--- config.mk ---
export PLATFORM = sky130hd
export DESIGN_NAME = ttc_tile_copier
export DESIGN_NICKNAME = d
export VERILOG_FILES = /design/src/rtl/ttc_pkg.sv /design/src/rtl/ttc_desc_table.sv /design/src/rtl/ttc_cmd_fifo.sv /design/src/rtl/ttc_walker.sv /design/src/rtl/ttc_tile_copier.sv
export SDC_FILE = /design/constraint.sdc
export NUM_CORES = 2
export LEC_CHECK = 0
export ABC_AREA = 1
export BUFFER_PORTS_ARGS = -buffer_cell sky130_fd_sc_hd__buf_4
export CAP_MARGIN = 20
export CELL_PAD_IN_SITES_DETAIL_PLACEMENT = 0
export CELL_PAD_IN_SITES_GLOBAL_PLACEMENT = 1
export CORE_ASPECT_RATIO = 1.1
export CORE_MARGIN = 2
export CORE_UTILIZATION = 45
export DETAILED_ROUTE_END_ITERATION = 10
export MAX_ROUTING_LAYER = met4
export PLACE_DENSITY_LB_ADDON = 0.1
export SLEW_MARGIN = 5
export SYNTH_ARGS = -nofsm -noshare
export SYNTH_HDL_FRONTEND = slang
export SYNTH_SLANG_ARGS = --single-unit
--- constraint.sdc ---
create_clock -name clk -period 15.6 [get_ports clk]
set_input_delay 2.34 -clock clk [delete_from_list [all_inputs] [get_ports clk]]
set_output_delay 2.34 -clock clk [all_outputs]
set_load 0.01 [all_outputs]
--- src/rtl/ttc_pkg.sv ---
// Shared types for the tile copier: walker state and fill mode encodings.
package ttc_pkg;
    typedef enum logic [1:0] {
        ST_IDLE = 2'd0,
        ST_ELEM = 2'd1,
        ST_WAIT = 2'd2,
        ST_FIN  = 2'd3
    } walk_state_e;

    typedef enum logic {
        FILL_ZERO = 1'b0,
        FILL_ONES = 1'b1
    } fill_mode_e;
endpackage

--- src/rtl/ttc_desc_table.sv ---
// Tensor layout table. Each entry locks after its first write and stays
// fixed until reset. The read port is combinational.
// Assumes NDESC is a power of two so that every index value names an entry.
module ttc_desc_table #(
    parameter int AW    = 16,
    parameter int CW    = 8,
    parameter int NDIM  = 3,
    parameter int NDESC = 4,
    parameter int IW    = 2,
    parameter int NDW   = 2
) (
    input  logic                 clk,
    input  logic                 rst_n,
    input  logic                 wr_en,
    input  logic [IW-1:0]        wr_idx,
    input  logic [AW-1:0]        wr_base,
    input  logic [NDW-1:0]       wr_ndim,
    input  logic [NDIM*CW-1:0]   wr_size,
    input  logic [NDIM*AW-1:0]   wr_stride,
    input  logic [NDIM*CW-1:0]   wr_tile,
    input  logic                 wr_fill,
    input  logic [IW-1:0]        rd_idx,
    output logic [AW-1:0]        rd_base,
    output logic [NDW-1:0]       rd_ndim,
    output logic [NDIM*CW-1:0]   rd_size,
    output logic [NDIM*AW-1:0]   rd_stride,
    output logic [NDIM*CW-1:0]   rd_tile,
    output logic                 rd_fill
);
    logic [NDESC-1:0]       lock_q;
    logic [AW-1:0]          base_q   [NDESC];
    logic [NDW-1:0]         ndim_q   [NDESC];
    logic [NDIM*CW-1:0]     size_q   [NDESC];
    logic [NDIM*AW-1:0]     stride_q [NDESC];
    logic [NDIM*CW-1:0]     tile_q   [NDESC];
    logic [NDESC-1:0]       fill_q;

    for (genvar e = 0; e < NDESC; e++) begin : g_entry
        // Capture the first write to this entry, then hold it.
        always_ff @(posedge clk) begin
            if (!rst_n) begin
                lock_q[e]   <= 1'b0;
                base_q[e]   <= '0;
                ndim_q[e]   <= '0;
                size_q[e]   <= '0;
                stride_q[e] <= '0;
                tile_q[e]   <= '0;
                fill_q[e]   <= 1'b0;
            end else if (wr_en && (wr_idx == IW'(e)) && !lock_q[e]) begin
                lock_q[e]   <= 1'b1;
                base_q[e]   <= wr_base;
                ndim_q[e]   <= wr_ndim;
                size_q[e]   <= wr_size;
                stride_q[e] <= wr_stride;
                tile_q[e]   <= wr_tile;
                fill_q[e]   <= wr_fill;
            end
        end
    end

    assign rd_base   = base_q[rd_idx];
    assign rd_ndim   = ndim_q[rd_idx];
    assign rd_size   = size_q[rd_idx];
    assign rd_stride = stride_q[rd_idx];
    assign rd_tile   = tile_q[rd_idx];
    assign rd_fill   = fill_q[rd_idx];
endmodule

--- src/rtl/ttc_cmd_fifo.sv ---
// Small command queue with a valid/ready write side and a pop read side.
// Ready depends only on occupancy. Assumes DEPTH is a power of two.
module ttc_cmd_fifo #(
    parameter int WIDTH = 8,
    parameter int DEPTH = 2,
    localparam int PW   = (DEPTH > 1) ? $clog2(DEPTH) : 1,
    localparam int CNTW = $clog2(DEPTH + 1)
) (
    input  logic             clk,
    input  logic             rst_n,
    input  logic             in_valid,
    output logic             in_ready,
    input  logic [WIDTH-1:0] in_data,
    output logic             out_avail,
    input  logic             out_pop,
    output logic [WIDTH-1:0] out_data
);
    logic [WIDTH-1:0] slot_q [DEPTH];
    logic [PW-1:0]    wr_ptr_q, rd_ptr_q;
    logic [CNTW-1:0]  count_q;
    logic             push, pop;

    assign in_ready  = (count_q != CNTW'(DEPTH));
    assign out_avail = (count_q != '0);
    assign out_data  = slot_q[rd_ptr_q];
    assign push      = in_valid && in_ready;
    assign pop       = out_pop && out_avail;

    // Store pushed commands in their slots.
    always_ff @(posedge clk) begin
        if (push) slot_q[wr_ptr_q] <= in_data;
    end

    // Track the pointers and the occupancy.
    always_ff @(posedge clk) begin
        if (!rst_n) begin
            wr_ptr_q <= '0;
            rd_ptr_q <= '0;
            count_q  <= '0;
        end else begin
            if (push) wr_ptr_q <= wr_ptr_q + PW'(1);
            if (pop)  rd_ptr_q <= rd_ptr_q + PW'(1);
            if (push && !pop)      count_q <= count_q + CNTW'(1);
            else if (pop && !push) count_q <= count_q - CNTW'(1);
        end
    end
endmodule

--- src/rtl/ttc_walker.sv ---
// Tile walker. It takes one command with its layout, visits every tile
// element with dimension 0 fastest, reads in-range elements one at a time,
// writes fill for out-of-range ones, packs results into consecutive
// scratchpad words and then pulses completion.
// Assumes DW is a multiple of 8 and at least 16, and CW < AW.
module ttc_walker
    import ttc_pkg::*;
#(
    parameter int AW   = 16,
    parameter int DW   = 32,
    parameter int CW   = 8,
    parameter int NDIM = 3,
    parameter int SAW  = 10,
    parameter int BW   = 4,
    parameter int NDW  = 2,
    localparam int ELW = NDIM * CW,
    localparam int LB  = $clog2(DW / 8),
    localparam int BYW = ELW + LB
) (
    input  logic                 clk,
    input  logic                 rst_n,
    input  logic                 cmd_avail,
    output logic                 cmd_pop,
    input  logic [NDIM*CW-1:0]   cmd_org,
    input  logic [SAW-1:0]       cmd_dst,
    input  logic [BW-1:0]        cmd_bar,
    input  logic [AW-1:0]        d_base,
    input  logic [NDW-1:0]       d_ndim,
    input  logic [NDIM*CW-1:0]   d_size,
    input  logic [NDIM*AW-1:0]   d_stride,
    input  logic [NDIM*CW-1:0]   d_tile,
    input  logic                 d_fill,
    output logic                 mem_req_valid,
    output logic [AW-1:0]        mem_req_addr,
    input  logic                 mem_rsp_valid,
    input  logic [DW-1:0]        mem_rsp_data,
    output logic                 spad_we,
    output logic [SAW-1:0]       spad_addr,
    output logic [DW-1:0]        spad_wdata,
    output logic                 done_valid,
    output logic [BW-1:0]        done_bar,
    output logic [BYW-1:0]       done_bytes
);
    walk_state_e          st_q;
    logic [AW-1:0]        base_q;
    logic [NDW-1:0]       nd_q;
    logic [NDIM*CW-1:0]   size_q, tile_q, org_q, off_q, off_nx;
    logic [NDIM*AW-1:0]   stride_q;
    fill_mode_e           fill_q;
    logic [SAW-1:0]       dst_q;
    logic [BW-1:0]        bar_q;
    logic [ELW-1:0]       cnt_q;

    logic [NDW-1:0]       nd_eff;
    logic [NDIM-1:0]      oob_v, end_v;
    logic [AW-1:0]        term_v [NDIM];
    logic [AW-1:0]        addr;
    logic                 oob_any, last_elem;

    // Clamp the stored dimension count into 1..NDIM.
    always_comb begin
        if (nd_q == '0)                nd_eff = NDW'(1);
        else if (nd_q > NDW'(NDIM))    nd_eff = NDW'(NDIM);
        else                           nd_eff = nd_q;
    end

    for (genvar gd = 0; gd < NDIM; gd++) begin : g_dim
        logic          act;
        logic [CW-1:0] teff;
        logic [CW:0]   coord;
        assign act   = (NDW'(gd) < nd_eff);
        assign teff  = (act && (tile_q[gd*CW +: CW] != '0)) ? tile_q[gd*CW +: CW] : CW'(1);
        assign coord = {1'b0, org_q[gd*CW +: CW]} + {1'b0, off_q[gd*CW +: CW]};
        assign oob_v[gd]  = act && (coord >= {1'b0, size_q[gd*CW +: CW]});
        assign term_v[gd] = act ? (AW'(coord) * stride_q[gd*AW +: AW]) : '0;
        assign end_v[gd]  = (off_q[gd*CW +: CW] == (teff - CW'(1)));
    end

    // Sum the per-dimension terms onto the base address.
    always_comb begin
        addr = base_q;
        for (int d = 0; d < NDIM; d++) addr = addr + term_v[d];
    end

    // Step the offsets with dimension 0 fastest.
    always_comb begin
        logic carry;
        carry  = 1'b1;
        off_nx = off_q;
        for (int d = 0; d < NDIM; d++) begin
            if (carry) begin
                if (end_v[d]) begin
                    off_nx[d*CW +: CW] = '0;
                end else begin
                    off_nx[d*CW +: CW] = off_q[d*CW +: CW] + CW'(1);
                    carry = 1'b0;
                end
            end
        end
    end

    assign oob_any       = |oob_v;
    assign last_elem     = &end_v;
    assign cmd_pop       = (st_q == ST_IDLE) && cmd_avail;
    assign mem_req_valid = (st_q == ST_ELEM) && !oob_any;
    assign mem_req_addr  = addr;
    assign spad_we       = ((st_q == ST_ELEM) && oob_any) || ((st_q == ST_WAIT) && mem_rsp_valid);
    assign spad_wdata    = (st_q == ST_WAIT) ? mem_rsp_data : ((fill_q == FILL_ONES) ? '1 : '0);
    assign spad_addr     = dst_q + SAW'(cnt_q);
    assign done_valid    = (st_q == ST_FIN);
    assign done_bar      = bar_q;
    assign done_bytes    = {cnt_q, {LB{1'b0}}};

    // Sequence the walk: latch the command, step through its elements, finish.
    always_ff @(posedge clk) begin
        if (!rst_n) begin
            st_q     <= ST_IDLE;
            base_q   <= '0;
            nd_q     <= '0;
            size_q   <= '0;
            stride_q <= '0;
            tile_q   <= '0;
            org_q    <= '0;
            off_q    <= '0;
            fill_q   <= FILL_ZERO;
            dst_q    <= '0;
            bar_q    <= '0;
            cnt_q    <= '0;
        end else begin
            case (st_q)
                ST_IDLE: if (cmd_avail) begin
                    base_q   <= d_base;
                    nd_q     <= d_ndim;
                    size_q   <= d_size;
                    stride_q <= d_stride;
                    tile_q   <= d_tile;
                    fill_q   <= fill_mode_e'(d_fill);
                    org_q    <= cmd_org;
                    dst_q    <= cmd_dst;
                    bar_q    <= cmd_bar;
                    off_q    <= '0;
                    cnt_q    <= '0;
                    st_q     <= ST_ELEM;
                end
                ST_ELEM: if (!oob_any) st_q <= ST_WAIT;
                ST_FIN:  st_q <= ST_IDLE;
                default: ;
            endcase
            if (spad_we) begin
                cnt_q <= cnt_q + ELW'(1);
                off_q <= off_nx;
                st_q  <= last_elem ? ST_FIN : ST_ELEM;
            end
        end
    end
endmodule

--- src/rtl/ttc_tile_copier.sv ---
// Top of the tile copier. It connects the layout table, the command
// queue and the walker. The queue head's table index selects the layout
// that the walker latches when it takes the command.
module ttc_tile_copier #(
    parameter int AW     = 16,
    parameter int DW     = 32,
    parameter int CW     = 8,
    parameter int NDIM   = 3,
    parameter int NDESC  = 4,
    parameter int SAW    = 10,
    parameter int BW     = 4,
    parameter int QDEPTH = 2,
    localparam int IW    = $clog2(NDESC),
    localparam int NDW   = $clog2(NDIM + 1),
    localparam int BYW   = NDIM * CW + $clog2(DW / 8),
    localparam int CMDW  = BW + SAW + NDIM * CW + IW
) (
    input  logic                 clk,
    input  logic                 rst_n,
    input  logic                 cfg_we,
    input  logic [IW-1:0]        cfg_idx,
    input  logic [AW-1:0]        cfg_base,
    input  logic [NDW-1:0]       cfg_ndim,
    input  logic [NDIM*CW-1:0]   cfg_size,
    input  logic [NDIM*AW-1:0]   cfg_stride,
    input  logic [NDIM*CW-1:0]   cfg_tile,
    input  logic                 cfg_fill,
    input  logic                 cmd_valid,
    output logic                 cmd_ready,
    input  logic [IW-1:0]        cmd_desc,
    input  logic [NDIM*CW-1:0]   cmd_org,
    input  logic [SAW-1:0]       cmd_dst,
    input  logic [BW-1:0]        cmd_bar,
    output logic                 mem_req_valid,
    output logic [AW-1:0]        mem_req_addr,
    input  logic                 mem_rsp_valid,
    input  logic [DW-1:0]        mem_rsp_data,
    output logic                 spad_we,
    output logic [SAW-1:0]       spad_addr,
    output logic [DW-1:0]        spad_wdata,
    output logic                 done_valid,
    output logic [BW-1:0]        done_bar,
    output logic [BYW-1:0]       done_bytes
);
    logic [CMDW-1:0]      q_head;
    logic                 q_avail, q_pop;
    logic [IW-1:0]        h_desc;
    logic [NDIM*CW-1:0]   h_org;
    logic [SAW-1:0]       h_dst;
    logic [BW-1:0]        h_bar;
    logic [AW-1:0]        t_base;
    logic [NDW-1:0]       t_ndim;
    logic [NDIM*CW-1:0]   t_size, t_tile;
    logic [NDIM*AW-1:0]   t_stride;
    logic                 t_fill;

    assign {h_bar, h_dst, h_org, h_desc} = q_head;

    ttc_cmd_fifo #(.WIDTH(CMDW), .DEPTH(QDEPTH)) i_queue (
        .clk       (clk),
        .rst_n     (rst_n),
        .in_valid  (cmd_valid),
        .in_ready  (cmd_ready),
        .in_data   ({cmd_bar, cmd_dst, cmd_org, cmd_desc}),
        .out_avail (q_avail),
        .out_pop   (q_pop),
        .out_data  (q_head)
    );

    ttc_desc_table #(
        .AW(AW), .CW(CW), .NDIM(NDIM), .NDESC(NDESC), .IW(IW), .NDW(NDW)
    ) i_table (
        .clk       (clk),
        .rst_n     (rst_n),
        .wr_en     (cfg_we),
        .wr_idx    (cfg_idx),
        .wr_base   (cfg_base),
        .wr_ndim   (cfg_ndim),
        .wr_size   (cfg_size),
        .wr_stride (cfg_stride),
        .wr_tile   (cfg_tile),
        .wr_fill   (cfg_fill),
        .rd_idx    (h_desc),
        .rd_base   (t_base),
        .rd_ndim   (t_ndim),
        .rd_size   (t_size),
        .rd_stride (t_stride),
        .rd_tile   (t_tile),
        .rd_fill   (t_fill)
    );

    ttc_walker #(
        .AW(AW), .DW(DW), .CW(CW), .NDIM(NDIM), .SAW(SAW), .BW(BW), .NDW(NDW)
    ) i_walker (
        .clk           (clk),
        .rst_n         (rst_n),
        .cmd_avail     (q_avail),
        .cmd_pop       (q_pop),
        .cmd_org       (h_org),
        .cmd_dst       (h_dst),
        .cmd_bar       (h_bar),
        .d_base        (t_base),
        .d_ndim        (t_ndim),
        .d_size        (t_size),
        .d_stride      (t_stride),
        .d_tile        (t_tile),
        .d_fill        (t_fill),
        .mem_req_valid (mem_req_valid),
        .mem_req_addr  (mem_req_addr),
        .mem_rsp_valid (mem_rsp_valid),
        .mem_rsp_data  (mem_rsp_data),
        .spad_we       (spad_we),
        .spad_addr     (spad_addr),
        .spad_wdata    (spad_wdata),
        .done_valid    (done_valid),
        .done_bar      (done_bar),
        .done_bytes    (done_bytes)
    );
endmodule

# ---- After elaboration in Yosys (flattened, before gate mapping)
# Memories as Yosys holds them, arrays and structs flattened. A register that Yosys moved wholly into a read port is not among the register bits.
# Index checks and enable logic that the tools add are counted.
dict set report totals {
  ram_bits 536
  n_memories 6
  ff_bits 101
}
# name words width read_ports rd_ports_with_merged_regs write_ports line_no
set mem_list {}
lappend mem_list {i_table.stride_q 4 48 1 1 4 ttc_desc_table.sv:34} ;# logic [NDIM*AW-1:0] stride_q [NDESC];
lappend mem_list {i_table.size_q 4 24 1 1 4 ttc_desc_table.sv:33} ;# logic [NDIM*CW-1:0] size_q [NDESC];
lappend mem_list {i_table.tile_q 4 24 1 1 4 ttc_desc_table.sv:35} ;# logic [NDIM*CW-1:0] tile_q [NDESC];
lappend mem_list {i_queue.slot_q 2 40 1 1 1 ttc_cmd_fifo.sv:18} ;# logic [WIDTH-1:0] slot_q [DEPTH];
lappend mem_list {i_table.base_q 4 16 1 1 4 ttc_desc_table.sv:31} ;# logic [AW-1:0] base_q [NDESC];
lappend mem_list {i_table.ndim_q 4 2 1 1 4 ttc_desc_table.sv:32} ;# logic [NDW-1:0] ndim_q [NDESC];
dict set report classes {
  addsub 18
  mux 68
  n_reduce_logical 53
  n_mul 3
  eq_ne 14
  magnitude_cmp 8
  n_bitwise 20
}
# operator count
set op_table {}
lappend op_table {{24-bit 2-to-1 mux} 12}
lappend op_table {{48-bit 2-to-1 mux} 4}
lappend op_table {{16-bit 2-to-1 mux} 7}
lappend op_table {{32-bit 2-to-1 mux} 2}
lappend op_table {{8-bit 2-to-1 mux} 8}
lappend op_table {{16-bit adder} 3}
lappend op_table {{9-bit by 16-bit multiplier with 16-bit output} 3}
lappend op_table {{8-bit by 8-bit adder with 9-bit output} 3}
lappend op_table {{9-bit by 8-bit >= comparator with 1-bit output} 3}
lappend op_table {{24-bit by 1-bit adder with 24-bit output, second input constant} 1}
lappend op_table {{8-bit by 1-bit adder with 8-bit output, second input constant} 3}
lappend op_table {{8-bit equality test} 3}
lappend op_table {{2-bit 2-to-1 mux} 12}
lappend op_table {{8-bit nonzero test} 3}
lappend op_table {{8-bit by 1-bit subtractor with 8-bit output, second input constant} 3}
lappend op_table {{1-bit logical AND} 22}
lappend op_table {{1-bit 2-to-1 mux} 21}
lappend op_table {{1-bit OR} 20}
lappend op_table {{1-bit zero test} 12}
lappend op_table {{3-bit AND reduction} 4}
lappend op_table {{10-bit adder} 1}
lappend op_table {{2-bit equality test, second input constant} 4}
lappend op_table {{2-bit nonzero test} 4}
lappend op_table {{2-bit zero test} 3}
lappend op_table {{other kinds (17)} 23}

# ---- Logic depth before layout (Yosys ltp)
dict set report depth {
  ltp_word 12
  mapped_depth 45
}

# ---- By module
# A second synthesis with hierarchy kept.
dict set report unflattened {
  cells_unflattened 5181
  hier_area_um2 45404.8
}
# mod cells_each area_per_inst_um2 n_inst
set by_module_without_submodules {}
lappend by_module_without_submodules {ttc_walker 3007 21545.7 1}
lappend by_module_without_submodules {ttc_desc_table 2013 20718.6 1}
lappend by_module_without_submodules {ttc_cmd_fifo 161 3140.5 1}

# ---- Worst setup path before layout
# Ideal clock, no wire load.
dict set report synth_timing {
  path_kind {register to output}
  start {register i_walker.off_q[8]}
  end {output port mem_req_addr[15]}
  setup_slack_ps 5970
  n_path_buf 1
  arrival_ps 7290
  path_stages_with_launch 40
  required_ps 13260
  cell_sequence {dfxtp_1 > ha_1 > inv_1 > fa_1 > nand2_1 > and2_0 > clkbuf_1 > nand2_1 > fa_1 > inv_1 > fa_1 > inv_1 > fa_1 > fa_1 > inv_1 > ha_1 > a21oi_1 > nor2_1 > (+4 left out) > a21oi_1 > o21ai_0 > a21o_1 > o21ai_0 > a21oi_1 > fa_1 > inv_1 > fa_1 > inv_1 > ha_1 > a21oi_1 > o221ai_1 > a31oi_1 > inv_1 > nand3_1 > nand2_1 > nand2_1 > nand2_1}
}
dict set report synth_via {
  elab_chain_cells 5
}
# item line_no
set synth_lines {}
lappend synth_lines {{start, declared} ttc_walker.sv:47} ;# logic [NDIM*CW-1:0] size_q, tile_q, org_q, off_q, off_nx;
lappend synth_lines {{start signal, assigned} ttc_walker.sv:151} ;# off_q <= off_nx;
lappend synth_lines {{8-bit by 8-bit adder with 9-bit output} ttc_walker.sv:73} ;# assign coord = {1'b0, org_q[gd*CW +: CW]} + {1'b0, off_q[gd*CW +: CW]};
lappend synth_lines {{9-bit by 16-bit multiplier with 16-bit output} ttc_walker.sv:75} ;# assign term_v[gd] = act ? (AW'(coord) * stride_q[gd*AW +: AW]) : '0;
lappend synth_lines {{16-bit 2-to-1 mux} ttc_walker.sv:75}
lappend synth_lines {{16-bit adder (2 in a row)} ttc_walker.sv:82} ;# for (int d = 0; d < NDIM; d++) addr = addr + term_v[d];
lappend synth_lines {{end, declared} ttc_tile_copier.sv:35} ;# output logic [AW-1:0] mem_req_addr,
# Every way passes these cells.

# ---- Final worst setup path
dict set report layout_timing {
  start {register i_walker.off_q[0]}
  end {output port mem_req_addr[15]}
}
dict set report layout_via {
  elab_chain_cells 6
}
# item line_no
set layout_lines {}
lappend layout_lines {{8-bit by 8-bit adder with 9-bit output} ttc_walker.sv:73}
lappend layout_lines {{9-bit by 16-bit multiplier with 16-bit output} ttc_walker.sv:75}
lappend layout_lines {{16-bit 2-to-1 mux} ttc_walker.sv:75}
lappend layout_lines {{16-bit adder (3 in a row)} ttc_walker.sv:82}
# Every way passes these cells.

==> impl_results.md <==
- Run status: completed
- Commonest non-fill, non-tap cell in the layout: nor2_1
- CTS tree: built
- CP max stage delay: around 490 ps
- Crit-path max FO: 10
- Worst Max-Slew Pin Slew: around 1000 ps
- Syn Inst Count: about 5100
- Final min period: 11300 ps
- Mapped Avg Cell Area: slightly below 9 um^2
- Via count: 33900
- Ys flop type: edfxtp_1
- CTS Sinks: 752
- Count of final max-slew check failures: 0
- Worst Skew: 46.5 ps
- First-pass GRT wire length: around 200000 um
- Syn. warnings: 0
- Crit share post-route: between 70 and 80%
- Total negative setup slack: 0 ps
- Gr ovfl total: 0
- Final Hold Viols: 0
- Die area: 101000 um^2
- Hold crit path type: reg2reg
- Unrepaired setup endpoints after global routing: false
- WP data arrival: 8960 ps
- Area grow syn2layout: 13.4%
- Clk Latency, worst-skew pair: approximately 690 ps
- Clock buffer depth: 3
- CTS resizes: 0
- # DRC: 0
- Slowest stage cell, crit path: fa_1
- PwrDens: 156 nW/um^2
- All-Layer GR Usage: about a quarter
- Top cell by count, worst path: inv_1
- Synth Register Bits: 752
- Post-synthesis cell type count: 55
- Crit path launch type: flop
- CTS Buf Count: 82
- Largest net degree at the start of global routing: 207
- Initial core utilization: 45.4%
- # setup viols final: 0
- Async S/R FF share, synth: 0%
- Detailed Route WL: 128000 um
- Drt wl/cell: approximately 20 um
- Final Wtd Congestion: ~0.9
- Worst path required time: 13260 ps
- Placed insts: approximately 6400
- Number of flops mapped to enable cells by yosys: approximately 540
- Post-detail-place hpwl: just under 90000 um
- Fmax: between 80 and 90 MHz
- Seq/Total Area, Yosys: about 46%
- Endpoint class of the critical path: output port
- 1st-iter DRT viols: 2576
- Hold buffer count at CTS: 0
- Die H: ~330 um
- CP Class: reg2out
- Root Driver: clkbuf_16
- Die X: approximately 300 um
- Syn Std Cell Area: 44200 um^2
- Row cnt: between 100 and 150
- Postcts setup bufs: 0
- Max-Cap Viols: 0
- Vias in the first global route: around 33000
- Initial antenna violation count: 9
- Layout cells sized above 1: about a tenth
- Non-Filler Instances: 6576
- Core Box Area: between 90000 and 100000 um^2
- Number of iterations in the first detailed-routing pass: 5
- Most frequent cells in the layout: nor2_1 (976), inv_1 (850), nand2_1 (650)
- I/O pins: roughly 290
- Buffers on Ports: about 280
- Antenna viol nets, final: 0
- Worst-path clk slew: 70 ps
- Fin Hold WS: between 400 and 500 ps
- Final net count: ~5800
- Vias per inst: a little over 5
- CTS H-tree depth: 3
- Slew HR: between 30% and 40%
- Peak supply drop: around 0.16 mV
- Leak pwr: between 20 and 25 nW
==> flip-flops by register name (all words and copies together), names as in the netlist, 8 cells and up, named ones only <==
| register | count |
|---|---|
| i_walker.size_q | 24 |
| i_table.stride_q | 192 |
| i_walker.tile_q | 24 |
| i_table.size_q | 96 |
| i_table.ndim_q | 8 |
| i_walker.stride_q | 48 |
| i_walker.cnt_q | 24 |
| i_walker.org_q | 24 |
| i_table.tile_q | 96 |
| i_walker.base_q | 16 |
| i_queue.slot_q | 80 |
| i_walker.dst_q | 10 |
| i_walker.off_q | 24 |
| i_table.base_q | 64 |
==> power by group <==
part           switching [mW]  total, mW  leakage [nW]  internal [mW]
Clock                   0.852       1.96          1.31           1.10
Sequential              0.202       2.57          7.39           2.37
Combinational            2.23       3.30          14.4           1.07
==> synthesized netlist by cell type (all sizes together), types with 65 or more instances <==
cell    count  area [um^2]
nand3     135          716
ha        152         1900
o21ai     444         2220
o22ai     118          738
edfxtp    536        16100
xor2       65          588
clkbuf    192          721
fa        235         4700
dfxtp     216         4320
inv       862         3240
a21oi     206         1050
nand2     672         2570
nor2      984         3720
==> layout make-up <==
cell class                      instances  area, um^2
Fill cell                            9241       47200
Sequential cell                       752       20400
Multi-Input combinational cell       3212       19700
Inverter                              864        3250
Timing Repair Buffer                  312        2410
Clock buffer                           97        2120
Tap cell                             1281        1600
Clock inverter                         54         579
Antenna cell                            4        10.0
==> kinds of logic after synthesis <==
| family | count (synthesis) | synth area share [%] |
|---|---|---|
| simple gates | 1880 | 17.2 |
| buf+inv | 1092 | 9.36 |
| flops | 752 | 46.2 |
| fa+ha+maj | 387 | 14.9 |
| other cells | 1 | 0.00848 |
| compound gates | 847 | 10.3 |
| mux | 1 | 0.0226 |
| xor+xnor | 95 | 1.92 |
==> stage by stage <==
step | setup slack [ps] | total power, mW | utilization (%) | area [um^2]
2_1_floorplan | 5970 | 4.68 | - | 44200
3_3_place_gp | 5120 | 5.92 | 48.7 | 47400
3_5_place_dp | 5040 | 5.93 | 48.7 | 47400
4_1_cts | 4280 | 7.90 | 51.5 | 50100
5_1_grt | 3600 | 8.42 | 51.5 | 50100
6_report | 4300 | 7.83 | 51.5 | 50100
==> final timing paths <==
check             slack, ps                 to              start  depth (start not counted)
hold reg to reg         450               flop   i_queue.rd_ptr_q                          1
hold / removal          450               flop   i_queue.rd_ptr_q                          1
setup reg to reg      10690  i_walker.off_q[8]  i_walker.off_q[8]                         23
setup / recovery       4300   mem_req_addr[15]  i_walker.off_q[0]                         39
==> layer usage <==
layer  share of wire (%)  wire length, um  vias to the layer above  global-route usage (%)
met5                   0                0                        -                       -
met1                  45            58100                    16300                    36.4
met4                 2.4             3050                        0                    7.12
li1                    -                -                    16600                       -
met3                 6.2             7910                      140                    4.19
met2                  46            59300                      891                    41.1
==> critical path: cells and delay by family, from the launching register on <==
| family | cells | cell delay, ps |
|---|---|---|
| adder cells (fa/ha/maj) | 10 | 3730 |
| AO/OA/AOI/OAI | 9 | 1500 |
| AND/OR/NAND/NOR | 9 | 1060 |
| buffers and inverters | 9 | 960 |
| XOR/XNOR | 2 | 650 |
| flip-flops | 1 | 390 |
Power figures use the tool's default switching activity.
